**src/rtl/clkboot_pkg.sv**
```systemverilog
package clkboot_pkg;

  localparam int SEL_W = 3;

  localparam logic [SEL_W-1:0] SEL_NOMOD    = 3'd0;
  localparam logic [SEL_W-1:0] SEL_PLL_BASE = 3'd3;

  typedef enum logic [1:0] {
    PATH_NOMOD,
    PATH_CONN,
    PATH_PLL_DIRECT,
    PATH_PLL_WAIT
  } path_e;

  typedef enum logic [2:0] {
    ST_SAMPLE,
    ST_WAIT_REF,
    ST_LOAD,
    ST_WAIT_LOCK,
    ST_HALT
  } state_e;

endpackage

```
**src/rtl/clkboot_sync.sv**
```systemverilog
module clkboot_sync #(
  parameter int W      = 2,
  parameter int STAGES = 2
) (
  input  logic         clk,
  input  logic         rst_n,
  input  logic [W-1:0] d,
  output logic [W-1:0] q
);

  logic [STAGES-1:0][W-1:0] chain_q;

  for (genvar s = 0; s < STAGES; s++) begin : g_stage
    if (s == 0) begin : g_first
      always_ff @(posedge clk or negedge rst_n) begin
        if (!rst_n) chain_q[s] <= '0;
        else        chain_q[s] <= d;
      end
    end else begin : g_next
      always_ff @(posedge clk or negedge rst_n) begin
        if (!rst_n) chain_q[s] <= '0;
        else        chain_q[s] <= chain_q[s-1];
      end
    end
  end

  assign q = chain_q[STAGES-1];

endmodule

```
**src/rtl/clkboot_select.sv**
```systemverilog
module clkboot_select
  import clkboot_pkg::*;
#(
  parameter int PLL_SW_W = 4
) (
  input  logic                conn_fitted,
  input  logic                pll_fitted,
  input  logic [1:0]          conn_sw,
  input  logic [PLL_SW_W-1:0] pll_sw,
  output path_e               path,
  output logic [SEL_W-1:0]    sel
);

  logic [1:0] pll_code;

  assign pll_code = pll_sw[1:0];

  if (PLL_SW_W > 2) begin : g_hi_bits
    logic unused_pll_hi;
    assign unused_pll_hi = ^pll_sw[PLL_SW_W-1:2];
  end

  always_comb begin
    path = PATH_NOMOD;
    sel  = SEL_NOMOD;
    if (!conn_fitted && !pll_fitted) begin
      path = PATH_NOMOD;
      sel  = SEL_NOMOD;
    end else if (conn_fitted) begin
      path = PATH_CONN;
      sel  = {1'b0, conn_sw};
    end else if (pll_code == 2'b00) begin
      path = PATH_PLL_DIRECT;
      sel  = SEL_NOMOD;
    end else begin
      path = PATH_PLL_WAIT;
      sel  = SEL_PLL_BASE + {1'b0, pll_code};
    end
  end

endmodule

```
**src/rtl/clkboot_fsm.sv**
```systemverilog
module clkboot_fsm
  import clkboot_pkg::*;
(
  input  logic             clk,
  input  logic             rst_n,
  input  path_e            path_in,
  input  logic [SEL_W-1:0] sel_in,
  input  logic             ref_ok,
  input  logic             lock_ok,
  input  logic             cfg_done,
  output logic [SEL_W-1:0] cfg_sel,
  output logic             cfg_req,
  output logic             mgr_rst,
  output logic             halted
);

  state_e           state_q, state_d;
  path_e            path_q;
  logic [SEL_W-1:0] sel_q;
  logic             cap_en;

  assign cap_en = (state_q == ST_SAMPLE);

  always_comb begin
    state_d = state_q;
    case (state_q)
      ST_SAMPLE:    state_d = (path_in == PATH_PLL_WAIT) ? ST_WAIT_REF : ST_LOAD;
      ST_WAIT_REF:  if (ref_ok) state_d = ST_LOAD;
      ST_LOAD:      if (cfg_done)
                      state_d = (path_q == PATH_PLL_WAIT) ? ST_WAIT_LOCK : ST_HALT;
      ST_WAIT_LOCK: if (lock_ok) state_d = ST_HALT;
      ST_HALT:      state_d = ST_HALT;
      default:      state_d = ST_SAMPLE;
    endcase
  end

  always_ff @(posedge clk or negedge rst_n) begin
    if (!rst_n) state_q <= ST_SAMPLE;
    else        state_q <= state_d;
  end

  always_ff @(posedge clk or negedge rst_n) begin
    if (!rst_n) begin
      path_q <= PATH_NOMOD;
      sel_q  <= SEL_NOMOD;
    end else if (cap_en) begin
      path_q <= path_in;
      sel_q  <= sel_in;
    end
  end

  assign cfg_sel = sel_q;
  assign cfg_req = (state_q == ST_LOAD);
  assign mgr_rst = (state_q != ST_HALT);
  assign halted  = (state_q == ST_HALT);

  a_r8_sel_held: assert property (@(posedge clk) disable iff (!rst_n)
    (cfg_req && !cfg_done) |=> (cfg_req && $stable(cfg_sel)));

  a_r8_req_drops: assert property (@(posedge clk) disable iff (!rst_n)
    (cfg_req && cfg_done) |=> !cfg_req);

  a_r11_halt_sticky: assert property (@(posedge clk) disable iff (!rst_n)
    halted |=> (halted && !mgr_rst && !cfg_req && $stable(cfg_sel)));

  a_r6_ref_before_req: assert property (@(posedge clk) disable iff (!rst_n)
    ($rose(cfg_req) && path_q == PATH_PLL_WAIT) |-> $past(ref_ok));

  a_r7_lock_before_release: assert property (@(posedge clk) disable iff (!rst_n)
    ($fell(mgr_rst) && path_q == PATH_PLL_WAIT) |-> $past(lock_ok));

  a_r2_release_after_load: assert property (@(posedge clk) disable iff (!rst_n)
    ($fell(mgr_rst) && path_q != PATH_PLL_WAIT) |-> $past(cfg_done && cfg_req));

endmodule

```
**src/rtl/clkboot_seq.sv**
```systemverilog
module clkboot_seq
  import clkboot_pkg::*;
#(
  parameter int PLL_SW_W    = 4,
  parameter int SYNC_STAGES = 2
) (
  input  logic                clk,
  input  logic                rst_n,
  input  logic                conn_fitted,
  input  logic                pll_fitted,
  input  logic [1:0]          conn_sw,
  input  logic [PLL_SW_W-1:0] pll_sw,
  input  logic                refclk_active,
  input  logic                pll_locked,
  input  logic                cfg_done,
  output logic [SEL_W-1:0]    cfg_sel,
  output logic                cfg_req,
  output logic                mgr_rst,
  output logic                halted
);

  localparam int STAT_W = 2;

  logic [STAT_W-1:0] stat_raw, stat_sync;
  path_e             path_dec;
  logic [SEL_W-1:0]  sel_dec;

  assign stat_raw = {pll_locked, refclk_active};

  clkboot_sync #(.W(STAT_W), .STAGES(SYNC_STAGES)) u_sync (
    .clk   (clk),
    .rst_n (rst_n),
    .d     (stat_raw),
    .q     (stat_sync)
  );

  clkboot_select #(.PLL_SW_W(PLL_SW_W)) u_select (
    .conn_fitted (conn_fitted),
    .pll_fitted  (pll_fitted),
    .conn_sw     (conn_sw),
    .pll_sw      (pll_sw),
    .path        (path_dec),
    .sel         (sel_dec)
  );

  clkboot_fsm u_fsm (
    .clk      (clk),
    .rst_n    (rst_n),
    .path_in  (path_dec),
    .sel_in   (sel_dec),
    .ref_ok   (stat_sync[0]),
    .lock_ok  (stat_sync[1]),
    .cfg_done (cfg_done),
    .cfg_sel  (cfg_sel),
    .cfg_req  (cfg_req),
    .mgr_rst  (mgr_rst),
    .halted   (halted)
  );

endmodule

```
**config.mk**
```make
export PLATFORM = sky130hd
export DESIGN_NAME = clkboot_seq
export DESIGN_NICKNAME = d
export VERILOG_FILES = /design/src/rtl/clkboot_pkg.sv /design/src/rtl/clkboot_sync.sv /design/src/rtl/clkboot_select.sv /design/src/rtl/clkboot_fsm.sv /design/src/rtl/clkboot_seq.sv
export SDC_FILE = /design/constraint.sdc
export NUM_CORES = 1
export LEC_CHECK = 0
export ABC_AREA = 1
export CORE_AREA = 2 2 39 41
export CTS_CLUSTER_DIAMETER = 150
export DETAILED_ROUTE_END_ITERATION = 7
export DIE_AREA = 0 0 41 43
export DONT_BUFFER_PORTS = 1
export GPL_TIMING_DRIVEN = 1
export SETUP_SLACK_MARGIN = 0.1
export SYNTH_ARGS = -nofsm -noshare
export SYNTH_HDL_FRONTEND = slang
export SYNTH_HIERARCHICAL = 1
export SYNTH_SLANG_ARGS = --single-unit
```
**constraint.sdc**
```tcl
create_clock -name clk -period 1.1 [get_ports clk]
set_clock_uncertainty 0.15 [all_clocks]
set_input_delay 0.055 -clock clk [delete_from_list [all_inputs] [get_ports clk]]
set_output_delay 0.055 -clock clk [all_outputs]
set_load 0.005 [all_outputs]
```
* After elaboration in Yosys (flattened, before gate mapping)
Index checks and enable logic that the tools add are counted.
Operators by class: add/sub/neg operators 1, multipliers 0, divide/modulo/power cells 0, order comparisons 0, equality and inequality tests 10, shifts and indexed selects 0, multiplexer cells 12, bitwise gates (word level) 0, reductions and logical operators 6
Operators by type and width (number):
- $mux 3 | 7
- $pmux 3 s5 | 1
- $eq 3x2->1 const B | 2
- $mux 2 | 3
- $ne 2x2->1 const B | 3
- $eq 2x2->1 const B | 2
- $add 2x2->3 const A | 1
- $eq 3x1->1 const B | 1
- $eq 3x3->1 const B | 1
- $logic_not 3->1 | 1
- $ne 3x3->1 const B | 1
- $reduce_and 3->1 | 1
- $logic_not 1->1 | 2
- $logic_not 2->1 | 1
- $logic_and 1x1->1 | 1
- $mux 1 | 1
Storage, ports and cells: register bits after elaboration 12, bits in latches 0, bits in writable memories 0, memory bits (read-only) 0, input bits 13, memories kept 0

* Logic depth before layout (Yosys ltp)
Gate-level depths: netlist of the first run.
depth in word-level cells 7, depth in mapped cells 8, depth with buffers taken out 7

* Hierarchy
Netlist of the first run, hierarchy kept.
By module, submodules not included:
- clkboot_fsm | instances 1, cells each 57, area an instance 445.4 um^2, sequential area each 200.2 um^2
- clkboot_sync | instances 1, cells each 6, area an instance 115.1 um^2, sequential area each 100.1 um^2
- clkboot_select | instances 1, cells each 15, area an instance 63.8 um^2, sequential area each 0.0 um^2

* Worst setup path after synthesis of the first run
No wires, ideal clock.
kind register -> register, from register u_fsm.state_q[0], to register u_fsm.state_q[0], setup time 0.065 ns, arrival 0.923 ns, path slack -0.038 ns, cell stages (with the launch flop) 7, path buffers 1, cell sequence dfrtp_1 > buf_6 > nor2_4 > nand2_4 > o21ai_2 > nand2_1 > nand2_1
On the way: word-level cells in the longest chain between the ends 3, elaborated cells on any way between the ends 10, classes of those cells eq/ne (7); mux (1); reduce/logical (2)
RTL lines:
- from (decl) | line clkboot_fsm.sv:17 | state_e state_q, state_d;
- from (signal assigned) | line clkboot_fsm.sv:39 | else state_q <= state_d;
- $eq 3x2->1 or $eq 3x1->1 (tied branches) | line clkboot_fsm.sv:26 | case (state_q)
- $ne 2x2->1 (no line)
- $reduce_and 3->1 (no line)
Parallel ways exist; a longest one is shown, timed or not. A chain may end at the register's enable or synchronous reset.

* Worst setup path after layout of the first run
from input port conn_fitted, to register u_fsm.state_q[1]
On the way: word-level cells in the longest chain between the ends 6, elaborated cells on any way between the ends 7, classes of those cells eq/ne (1); mux (4); reduce/logical (2)
RTL lines:
- from (decl) | line clkboot_seq.sv:9 | input logic conn_fitted,
- $logic_not 1->1 | line clkboot_select.sv:26 | if (!conn_fitted && !pll_fitted) begin
- $logic_and 1x1->1 | line clkboot_select.sv:26
- $mux 2 * | line clkboot_select.sv:26
- via path_dec[1] | line clkboot_seq.sv:25 | path_e path_dec;
- $eq 2x2->1 * | line clkboot_fsm.sv:27 | ST_SAMPLE: state_d = (path_in == PATH_PLL_WAIT) ? ST_WAIT_REF : ST_LOAD;
- $mux 2 * | line clkboot_fsm.sv:27
- $pmux 3 s5 * | line clkboot_fsm.sv:26
The timed path passes the listed nets; every way through them passes the cells marked *.

==> qor.yml, run 1 <==
status: "finished, violations left"
failed_checks: "hold timing, setup timing"
hpwlAfterDp_um: 849
grt_setup_unrepaired: "true"
initial_core_util: 0.451
gp_congestion: 0.698
cts_buffers: 3
drtAntennaViolNets: 0
max_freq_mhz: 800
first_global_vias: 526
cp_data_required_time_ns: 1.11
ctsHtreeMaxLevel: 1
worstPathMaxFanout: 5
num_vias: 531
drv_slew: 0
grt_max_degree: 13
ioPinCount: 19
leakage_nw: 0.433
avgSynthCellArea_um2: 8.00
clk_pin_slew_worst_paths_ns: 0.07
die_h_um: 43
track_usage: 0.173
power.total_mw: 2.10
antenna_found_initial: 0
synth_nets: 91
synthCells: 78
cap_violations: 0
drc_errors: 0
worst_slack_ns: -0.151
cp_data_arrival_time_ns: 1.26
multi_input_area_um2: 285
cp-end-kind: "flop"
dr.pass1.iters: 4
fillers: 119
cts_hold_buf: 9
ys_seq_area_frac: 0.481
ys_top_cells_by_area: "dfrtp_1 48%, nand2_1 17%, nand3_1 5.6%"
synth_seq_cells: 12
grt_first_pass_wirelength_mm: 2.06
clockRootBuffer: "clkbuf_4"
whs_ns: -0.0205
hold_viol_final: 2
fp.dieArea_um2: 1760
io_buffers: 0
synth_area_um2: 624
die_w_um: 41
relSlewSlack: 0.637
synth_top_area_frac: 0.481
min_path_type: "primary input to flop"
detail_route.iter0.violations: 8
synth_warnings: 6
finalCritPeriodShare: 1.14
row_count: 14
fin_setup_tns_ns: -1.06
synth_cell_types: 20
cts_tree: "yes"
areaGrowthSynthToFinish_pct: 32.9
ir_drop_mv: 1.49
worst-slew-pin-transition_ns: 0.543
clock_path_buffers: 2
fin_nets: 108
worstSetupStartpointType: "primary input"
vias_per_cell: 4.83
drive_gt1_frac: 0.277
setup_viol: 11
antennaDiodeCount: 0
fp.coreArea_um2: 1380
clock_latency_ns: 0.26
synth_top_area_cell: "dfrtp_1"
min_period_ns: 1.25
clkSinkCount: 12
wirelength_mm: 1.22
grt-ovfl-total: 0
path_class: "primary input to flop"
avgRoutedWirePerCell_um: 11.1
seqCellArea_um2: 304
p_per_area_nw_per_um2: 2530
[cells in the final DEF (no fill, tap or decap)]
cell type	instances
nor2_1	3
nand3_1	7
dfrtp_2	3
buf_6	2
a21oi_1	1
o21bai_1	1
dlygate4sd3_1	7
nand2_2	2
inv_2	2
inv_1	6
clkbuf_8	1
nand2_4	1
clkbuf_4	3
o21ai_0	1
nor3_4	1
nand2_1	28
nor3_1	1
o21ai_2	1
nor2_4	3
buf_4	4
nand3_2	1
nor2_2	1
dlymetal6s4s_1	2
nand3b_1	1
o21ai_1	1
inv_4	1
dfrtp_1	9
[layer usage]
metal / share of wire / vias to the layer above / track usage
li1: - / 273 / -
met1: 0.43 / 248 / 0.210
met2: 0.53 / 8 / 0.288
met3: 0.033 / 2 / 0.0366
met4: 0.0065 / 0 / 0.0600
met5: 0 / - / 0
[metrics by stage]
stage	cell area (µm²)	setup WS, ns	cells	utilization
after floorplan	624	-0.0375	78	-
after global placement	641	-0.118	94	0.463
after detailed placement	641	-0.135	94	0.463
after CTS	816	-0.130	110	0.590
after global routing	830	-0.194	110	0.599
final	830	-0.151	110	0.599
[report_power, final]
part           internal, mW  switching, mW  total (mW)
registers             0.595          0.171       0.765
clock network         0.201          0.138       0.339
logic                 0.454          0.540       0.993
[critical path, cell delays in order]
cell and delay [ns]:
dlygate4sd3_1 0.61, nor2_2 0.20, nand2_1 0.11, nand3_1 0.10
nand3_1 0.07, nand2_1 0.06, nand2_1 0.04
[cells by family (layout without fill, tap and decap cells)]
| group | Yosys count | in the layout | synth area share |
|---|---|---|---|
| buf+inv | 12 | 28 | 0.0962 |
| flops | 12 | 12 | 0.481 |
| simple gates | 49 | 49 | 0.373 |
| compound gates | 5 | 5 | 0.0501 |
[flip-flops by register name, summed over array words and instances (netlist names)]
register	cells
u_fsm/cfg_sel	3
u_sync/q	2
u_fsm/state_q	3
u_sync/chain_q	2
u_fsm/path_q	2
[area by class of cell]
cell class	instances	area share
inverter	9	0.0437
multi-input combinational	54	0.344
sequential	12	0.367
clock buffer	4	0.0437
timing repair buffer	15	0.178
tap	16	0.0241
[cells in the mapped netlist, drive strengths merged]
cell type,instances
inv,9
o21ai,3
nor3,2
o21bai,1
buf,3
dfrtp,12
nand3b,1
a21oi,1
nor2,7
nand3,8
nand2,31
[final timing paths]
check / startpoint / to / slack (ns) / cells after the start
worst max-delay path: conn_fitted / u_fsm/state_q[1] / -0.15 / 7
worst min-delay path: pll_fitted / u_fsm/path_q[1] / -0.02 / 4
worst max register to register: u_fsm/state_q[1] / u_fsm/state_q[0] / -0.12 / 6
worst min register to register: u_sync/chain_q[0] / u_sync/q[0] / 0.21 / 0
max in group asynchronous: rst_n / u_fsm/state_q[2] / 0.35 / 1
min in group asynchronous: rst_n / u_sync/q[0] / 0.06 / 1
[what timing repair did]
action                                 CTS  global route
buffers inserted                         3             0
pin swaps                                5             4
gates cloned                             0             0
resized for setup                        8             5
endpoints found under the hold margin   22             2
setup endpoints to repair               11            11
No activity file was read; power rests on OpenSTA's default activity.
==> inputs of run 2 (changes only) <==
==> constraint.sdc (replaced) <==
create_clock -name clk -period 1.1 [get_ports clk]
set_clock_uncertainty 0.15 [all_clocks]
set_input_delay 0.22 -clock clk [delete_from_list [all_inputs] [get_ports clk]]
set_output_delay 0.22 -clock clk [all_outputs]
set_load 0.005 [all_outputs]
==> run 2 against run 1 <==
Compared with the run above: the run still ends with hold timing, setup timing left; sequential cell count stayed put; utilization down 1.7 points; power grew 4.8%; register-to-register slack worse by 0.09 ns; global-route usage increased by 0.33 points; routed wire length shrank 3.4%; fmax decreased by 6.9%; cell count shrank 0.91%; combinational power grew 14%; critical path depth decreased by 4; sequential share of layout area increased by 0.93 points; largest cell class unchanged.
==> qor.yml, run 2 (synthesis results as in run 1) <==
setup_viol: 11  # unchanged
cp_data_arrival_time_ns: 0.97  # was 1.26 ns
multi_input_area_um2: 277  # was 285 µm²
final_area_um2: 806  # was 830 µm²
grt-ovfl-total: 0  # unchanged
failed_checks: "hold timing, setup timing"  # unchanged
whs_ns: -0.155  # was -0.0205 ns
path_class: "flop to output port"  # was primary input to flop
dr.pass1.iters: 4  # unchanged
clock_latency_ns: 0.27  # was 0.26 ns
grt_first_pass_wirelength_mm: 2.01  # was 2.06 mm
status: "finished, violations left"  # unchanged
clkSinkCount: 12  # unchanged
min_path_type: "primary input to async pin"  # was primary input to flop
cp_data_required_time_ns: 0.73  # was 1.11 ns
cp-end-kind: "output port"  # was flop
gp_congestion: 0.754  # was 0.698
fillers: 136  # was 119
die_h_um: 43  # unchanged
worst-slew-pin-transition_ns: 0.553  # was 0.543 ns
worst_slack_ns: -0.243  # was -0.151 ns
max_freq_mhz: 745  # was 800 MHz
mostFrequentLayoutCell: "nand2_1"  # unchanged
grt_setup_unrepaired: "true"  # unchanged
antennaDiodeCount: 0  # unchanged
seqCellArea_um2: 303  # was 304 µm²
initial_core_util: 0.451  # unchanged
drc_errors: 0  # unchanged
worstSetupStartpointType: "flop"  # was primary input
ir_drop_mv: 1.34  # was 1.49 mV
io_buffers: 0  # unchanged
clk_pin_slew_worst_paths_ns: 0.08  # was 0.07 ns
min_period_ns: 1.34  # was 1.25 ns
clockRootBuffer: "clkbuf_4"  # unchanged
place_inst: 98  # was 94
vias_per_cell: 4.79  # was 4.83
wirelength_mm: 1.18  # was 1.22 mm
hpwlAfterDp_um: 828  # was 849 µm
row_count: 14  # unchanged
final_cell_mix: "28 x nand2_1, 10 x dfrtp_1, 6 x buf_4, 6 x nand3_1"  # was 28 x nand2_1, 9 x dfrtp_1, 7 x dlygate4sd3_1, 7 x nand3_1, 6 x inv_1
drive_gt1_frac: 0.323  # was 0.277
dpl_cell_area_um2: 674  # was 641 µm²
drv_slew: 0  # unchanged
relSlewSlack: 0.631  # was 0.637
final_core_util: 0.582  # was 0.599
worstPathMaxFanout: 3  # was 5
track_usage: 0.177  # was 0.173
cts_hold_buf: 3  # was 9
first_global_vias: 532  # was 526
hold_viol_final: 13  # was 2
final-instance-count-excl-fill: 109  # was 110
drtAntennaViolNets: 0  # unchanged
fp.coreArea_um2: 1380  # unchanged
leakage_nw: 0.432  # was 0.433 nW
ioPinCount: 19  # unchanged
cts_tree: "yes"  # unchanged
detail_route.iter0.violations: 5  # was 8
num_vias: 522  # was 531
p_per_area_nw_per_um2: 2730  # was 2530 nW/µm²
grt_max_degree: 13  # unchanged
power.total_mw: 2.20  # was 2.10 mW
ctsHtreeMaxLevel: 1  # unchanged
finalCritPeriodShare: 1.22  # was 1.14
fp.dieArea_um2: 1760  # unchanged
avgRoutedWirePerCell_um: 10.8  # was 11.1 µm
cap_violations: 0  # unchanged
fin_nets: 107  # was 108
die_w_um: 41  # unchanged
antenna_found_initial: 0  # unchanged
clock_path_buffers: 2  # unchanged
cts_buffers: 3  # unchanged
areaGrowthSynthToFinish_pct: 29.1  # was 32.9%
-- run 2: critical path, stage by stage, from the launching register on --
cell	delay [ns]
dfrtp_2	0.44
nor2_4	0.15
nand2_4	0.07
inv_2	0.05
-- run 2: per-layer routing --
| layer | track usage | wire (µm) |
|---|---|---|
| met5 | 0 | 0 |
| met3 | 0.0524 | 59 |
| met4 | 0.100 | 14 |
| met2 | 0.275 | 592 |
| met1 | 0.204 | 515 |
-- run 2: per-stage QoR --
step	setup WS [ns]	hold slack [ns]	setup TNS (ns)
2_1_floorplan	-0.100	-0.226	-0.396
3_3_place_gp	-0.117	-0.225	-0.819
3_5_place_dp	-0.134	-0.225	-0.933
4_1_cts	-0.248	-0.0151	-1.91
5_1_grt	-0.312	-0.117	-2.67
6_report	-0.243	-0.155	-1.89
-- run 2: final cells by class --
class,count,share of cell area
well taps,16,0.0248
flip-flops and latches,12,0.376
repair buffers,14,0.166
clock buffers,4,0.0450
inverters,9,0.0450
multi-input cells,54,0.343
-- run 2: power by group --
part | switching [mW] | internal, mW
Clock | 0.148 | 0.201
Sequential | 0.128 | 0.591
Combinational | 0.591 | 0.540
Total | 0.867 | 1.33
-- run 2: timing repair --
action / 4_1_cts / 5_1_grt
endpoints found under the hold margin: 15 / 13
buffers inserted: 4 / 0
setup endpoints to repair: 14 / 26
resized for setup: 9 / 1
pin swaps: 5 / 1
-- run 2: final timing paths --
kind                       slack [ns]               from  depth (start not counted)               end
hold / removal                  -0.15              rst_n                          1   u_fsm/path_q[1]
max in group asynchronous        0.56              rst_n                          1  u_fsm/state_q[0]
setup reg to reg                -0.21   u_fsm/state_q[0]                          7  u_fsm/state_q[0]
hold reg to reg                  0.20  u_sync/chain_q[0]                          0       u_sync/q[0]
min in group clk                -0.01        conn_fitted                          3  u_fsm/cfg_sel[2]
setup / recovery                -0.24   u_fsm/state_q[0]                          3            halted
==> inputs of run 3 (changes only) <==
GPL_TIMING_DRIVEN = 0   (was 1)
==> run 3 against run 2 <==
Compared with the run above: the run still ends with hold timing, setup timing left; sequential cell count stayed put; fmax down 0.61%; via count is 4.0% lower; first-iteration DRC count is 40% higher; cell area decreased by 8.2%; setup slack lost 0.0083 ns; hold slack got worse by 0.0038 ns; critical endpoint unchanged; largest cell class unchanged; largest power group unchanged; highest routed layer unchanged.
==> qor.yml, run 3 (synthesis results as in run 1) <==
relSlewSlack: 0.643  # was 0.631
antenna_found_initial: 0  # unchanged
critPathMaxStageDelay_ns: 0.37  # was 0.44 ns
drv_slew: 0  # unchanged
final_cell_mix: "27 x nand2_1, 11 x dfrtp_1, 7 x nand3_1"  # was 28 x nand2_1, 10 x dfrtp_1, 6 x buf_4, 6 x nand3_1
whs_ns: -0.159  # was -0.155 ns
antennaDiodeCount: 0  # unchanged
avgRoutedWirePerCell_um: 9.85  # was 10.8 µm
final_core_util: 0.534  # was 0.582
cts_hold_buf: 3  # unchanged
worstSetupStartpointType: "flop"  # unchanged
wirelength_mm: 1.02  # was 1.18 mm
io_buffers: 0  # unchanged
worst-slew-pin-transition_ns: 0.535  # was 0.553 ns
r2r-end: "u_fsm/state_q[0]"  # unchanged
cp_data_arrival_time_ns: 0.98  # was 0.97 ns
drtAntennaViolNets: 0  # unchanged
num_vias: 501  # was 522
fp.dieArea_um2: 1760  # unchanged
cp_slowest_cell: "dfrtp_1"  # was dfrtp_2
leakage_nw: 0.395  # was 0.432 nW
worstPathMaxFanout: 3  # unchanged
dr.pass1.iters: 4  # unchanged
finalCritPeriodShare: 1.23  # was 1.22
worst_slack_ns: -0.251  # was -0.243 ns
clk_pin_slew_worst_paths_ns: 0.07  # was 0.08 ns
p_int_mw: 1.13  # was 1.33 mW
r2r_start: "u_fsm/state_q[0]"  # unchanged
fp.coreArea_um2: 1380  # unchanged
die_w_um: 41  # unchanged
path_class: "flop to output port"  # unchanged
hold_viol_final: 12  # was 13
cp_data_required_time_ns: 0.73  # about the same
fin_setup_tns_ns: -1.49  # was -1.89 ns
min_period_ns: 1.35  # was 1.34 ns
p_seq_frac: 0.372  # was 0.327
max_freq_mhz: 740  # was 745 MHz
path_cells: "buf_6 -> nor2_4 -> nand2_2 -> inv_2"  # was nor2_4 -> nand2_4 -> inv_2
p_sw_frac: 0.403  # was 0.394
r2r_cells: 8  # was 7
cp_num_buf_inv: 2  # was 1
drc_errors: 0  # unchanged
rrSetupSlack_ns: -0.18  # was -0.21 ns
row_count: 14  # unchanged
failed_checks: "hold timing, setup timing"  # unchanged
areaGrowthSynthToFinish_pct: 18.4  # was 29.1%
ctsHtreeMaxLevel: 1  # unchanged
grt_first_pass_wirelength_mm: 1.78  # was 2.01 mm
path_depth: 4  # was 3
clkPwrFrac: 0.178  # was 0.159
min_path_type: "primary input to async pin"  # unchanged
clockRootBuffer: "clkbuf_4"  # unchanged
clkSinkCount: 12  # unchanged
crit_start: "u_fsm/state_q[0]"  # unchanged
grt_max_degree: 13  # unchanged
clock_path_buffers: 2  # unchanged
cap_violations: 0  # unchanged
hpwlAfterDp_um: 752  # was 828 µm
die_h_um: 43  # unchanged
first_global_vias: 454  # was 532
clock_latency_ns: 0.26  # was 0.27 ns
drive_gt1_frac: 0.276  # was 0.323
initial_core_util: 0.451  # unchanged
cts_tree: "yes"  # unchanged
track_usage: 0.149  # was 0.177
switchingPower_mw: 0.763  # was 0.867 mW
grt-ovfl-total: 0  # unchanged
p_per_area_nw_per_um2: 2560  # was 2730 nW/µm²
dpl_cell_area_um2: 648  # was 674 µm²
status: "finished, violations left"  # unchanged
mostFrequentLayoutCell: "nand2_1"  # unchanged
final_area_um2: 739  # was 806 µm²
vias_per_cell: 4.86  # was 4.79
fillers: 137  # was 136
crit_end: "halted"  # unchanged
critical_path.top_delay_family: "flip-flops"  # unchanged
comb_power_share: 0.451  # was 0.514
ir_drop_mv: 1.40  # was 1.34 mV
setup_viol: 11  # unchanged
grt_setup_unrepaired: "true"  # unchanged
ioPinCount: 19  # unchanged
cp-end-kind: "output port"  # unchanged
fin_nets: 101  # was 107
detail_route.iter0.violations: 7  # was 5
cts_buffers: 3  # unchanged
gp_congestion: 0.718  # was 0.754
run 3: cell count changes in the layout (fill, tap and decap cells not counted), sizes merged:
| cell | change |
|---|---|
| buf | -6 |
run 3: how the worst min path moves through the flow:
stage                      from          endpoint  cells after the start
finish                    rst_n  u_fsm/state_q[1]                      1
global route              rst_n  u_fsm/state_q[1]                      1
CTS                 conn_fitted  u_fsm/cfg_sel[2]                      3
detailed placement        rst_n  u_fsm/state_q[0]                      0
global placement          rst_n  u_fsm/state_q[0]                      0
floorplan                 rst_n  u_fsm/cfg_sel[0]                      0
run 3: stage by stage:
step | hold slack (ns) | setup slack, ns | std cells | total power [mW]
after global placement | -0.225 | -0.154 | 94 | 1.46
final | -0.159 | -0.251 | 103 | 1.89
after CTS | -0.0127 | -0.274 | 103 | 1.91
after detailed placement | -0.225 | -0.164 | 94 | 1.47
after global routing | -0.113 | -0.306 | 103 | 2.07
after floorplan | -0.226 | -0.100 | 78 | 1.34
run 3: worst register-to-register path, cell delays in order, from the launching register on:
cell	delay [ns]
dfrtp_1	0.37
buf_6	0.12
buf_4	0.15
nand2_2	0.06
nand3_2	0.09
nand2_2	0.09
inv_2	0.04
nand2_1	0.05
nand2_1	0.05
run 3: timing repair:
item,in CTS,in global routing
pin swaps,2,0
setup buffers,2,0
gates resized for setup,1,2
endpoints found under the setup margin,14,15
endpoints found under the hold margin,16,13
run 3: layer usage:
| layer | share of wire | track usage | vias up |
|---|---|---|---|
| met5 | 0 | 0 | - |
| met4 | 0.0059 | 0.0800 | 0 |
| met3 | 0.045 | 0.0209 | 2 |
| met2 | 0.48 | 0.213 | 9 |
| met1 | 0.47 | 0.213 | 228 |
| li1 | - | - | 262 |
run 3: cell type report:
type                            instances  area, µm²  area share
Multi-Input combinational cell         54        274       0.371
Sequential cell                        12        302       0.408
Timing Repair Buffer                    5       47.5      0.0643
Clock buffer                            4       36.3      0.0491
Buffer                                  3       26.3      0.0355
Inverter                                9       33.8      0.0457
Tap cell                               16       20.0      0.0271
run 3: power groups by stage:
stage	clock network [mW]	registers [mW]	logic (mW)
2_1_floorplan	0	0.696	0.645
3_3_place_gp	0	0.712	0.750
3_5_place_dp	0	0.715	0.752
4_1_cts	0.357	0.705	0.843
5_1_grt	0.369	0.722	0.978
6_report	0.336	0.704	0.853
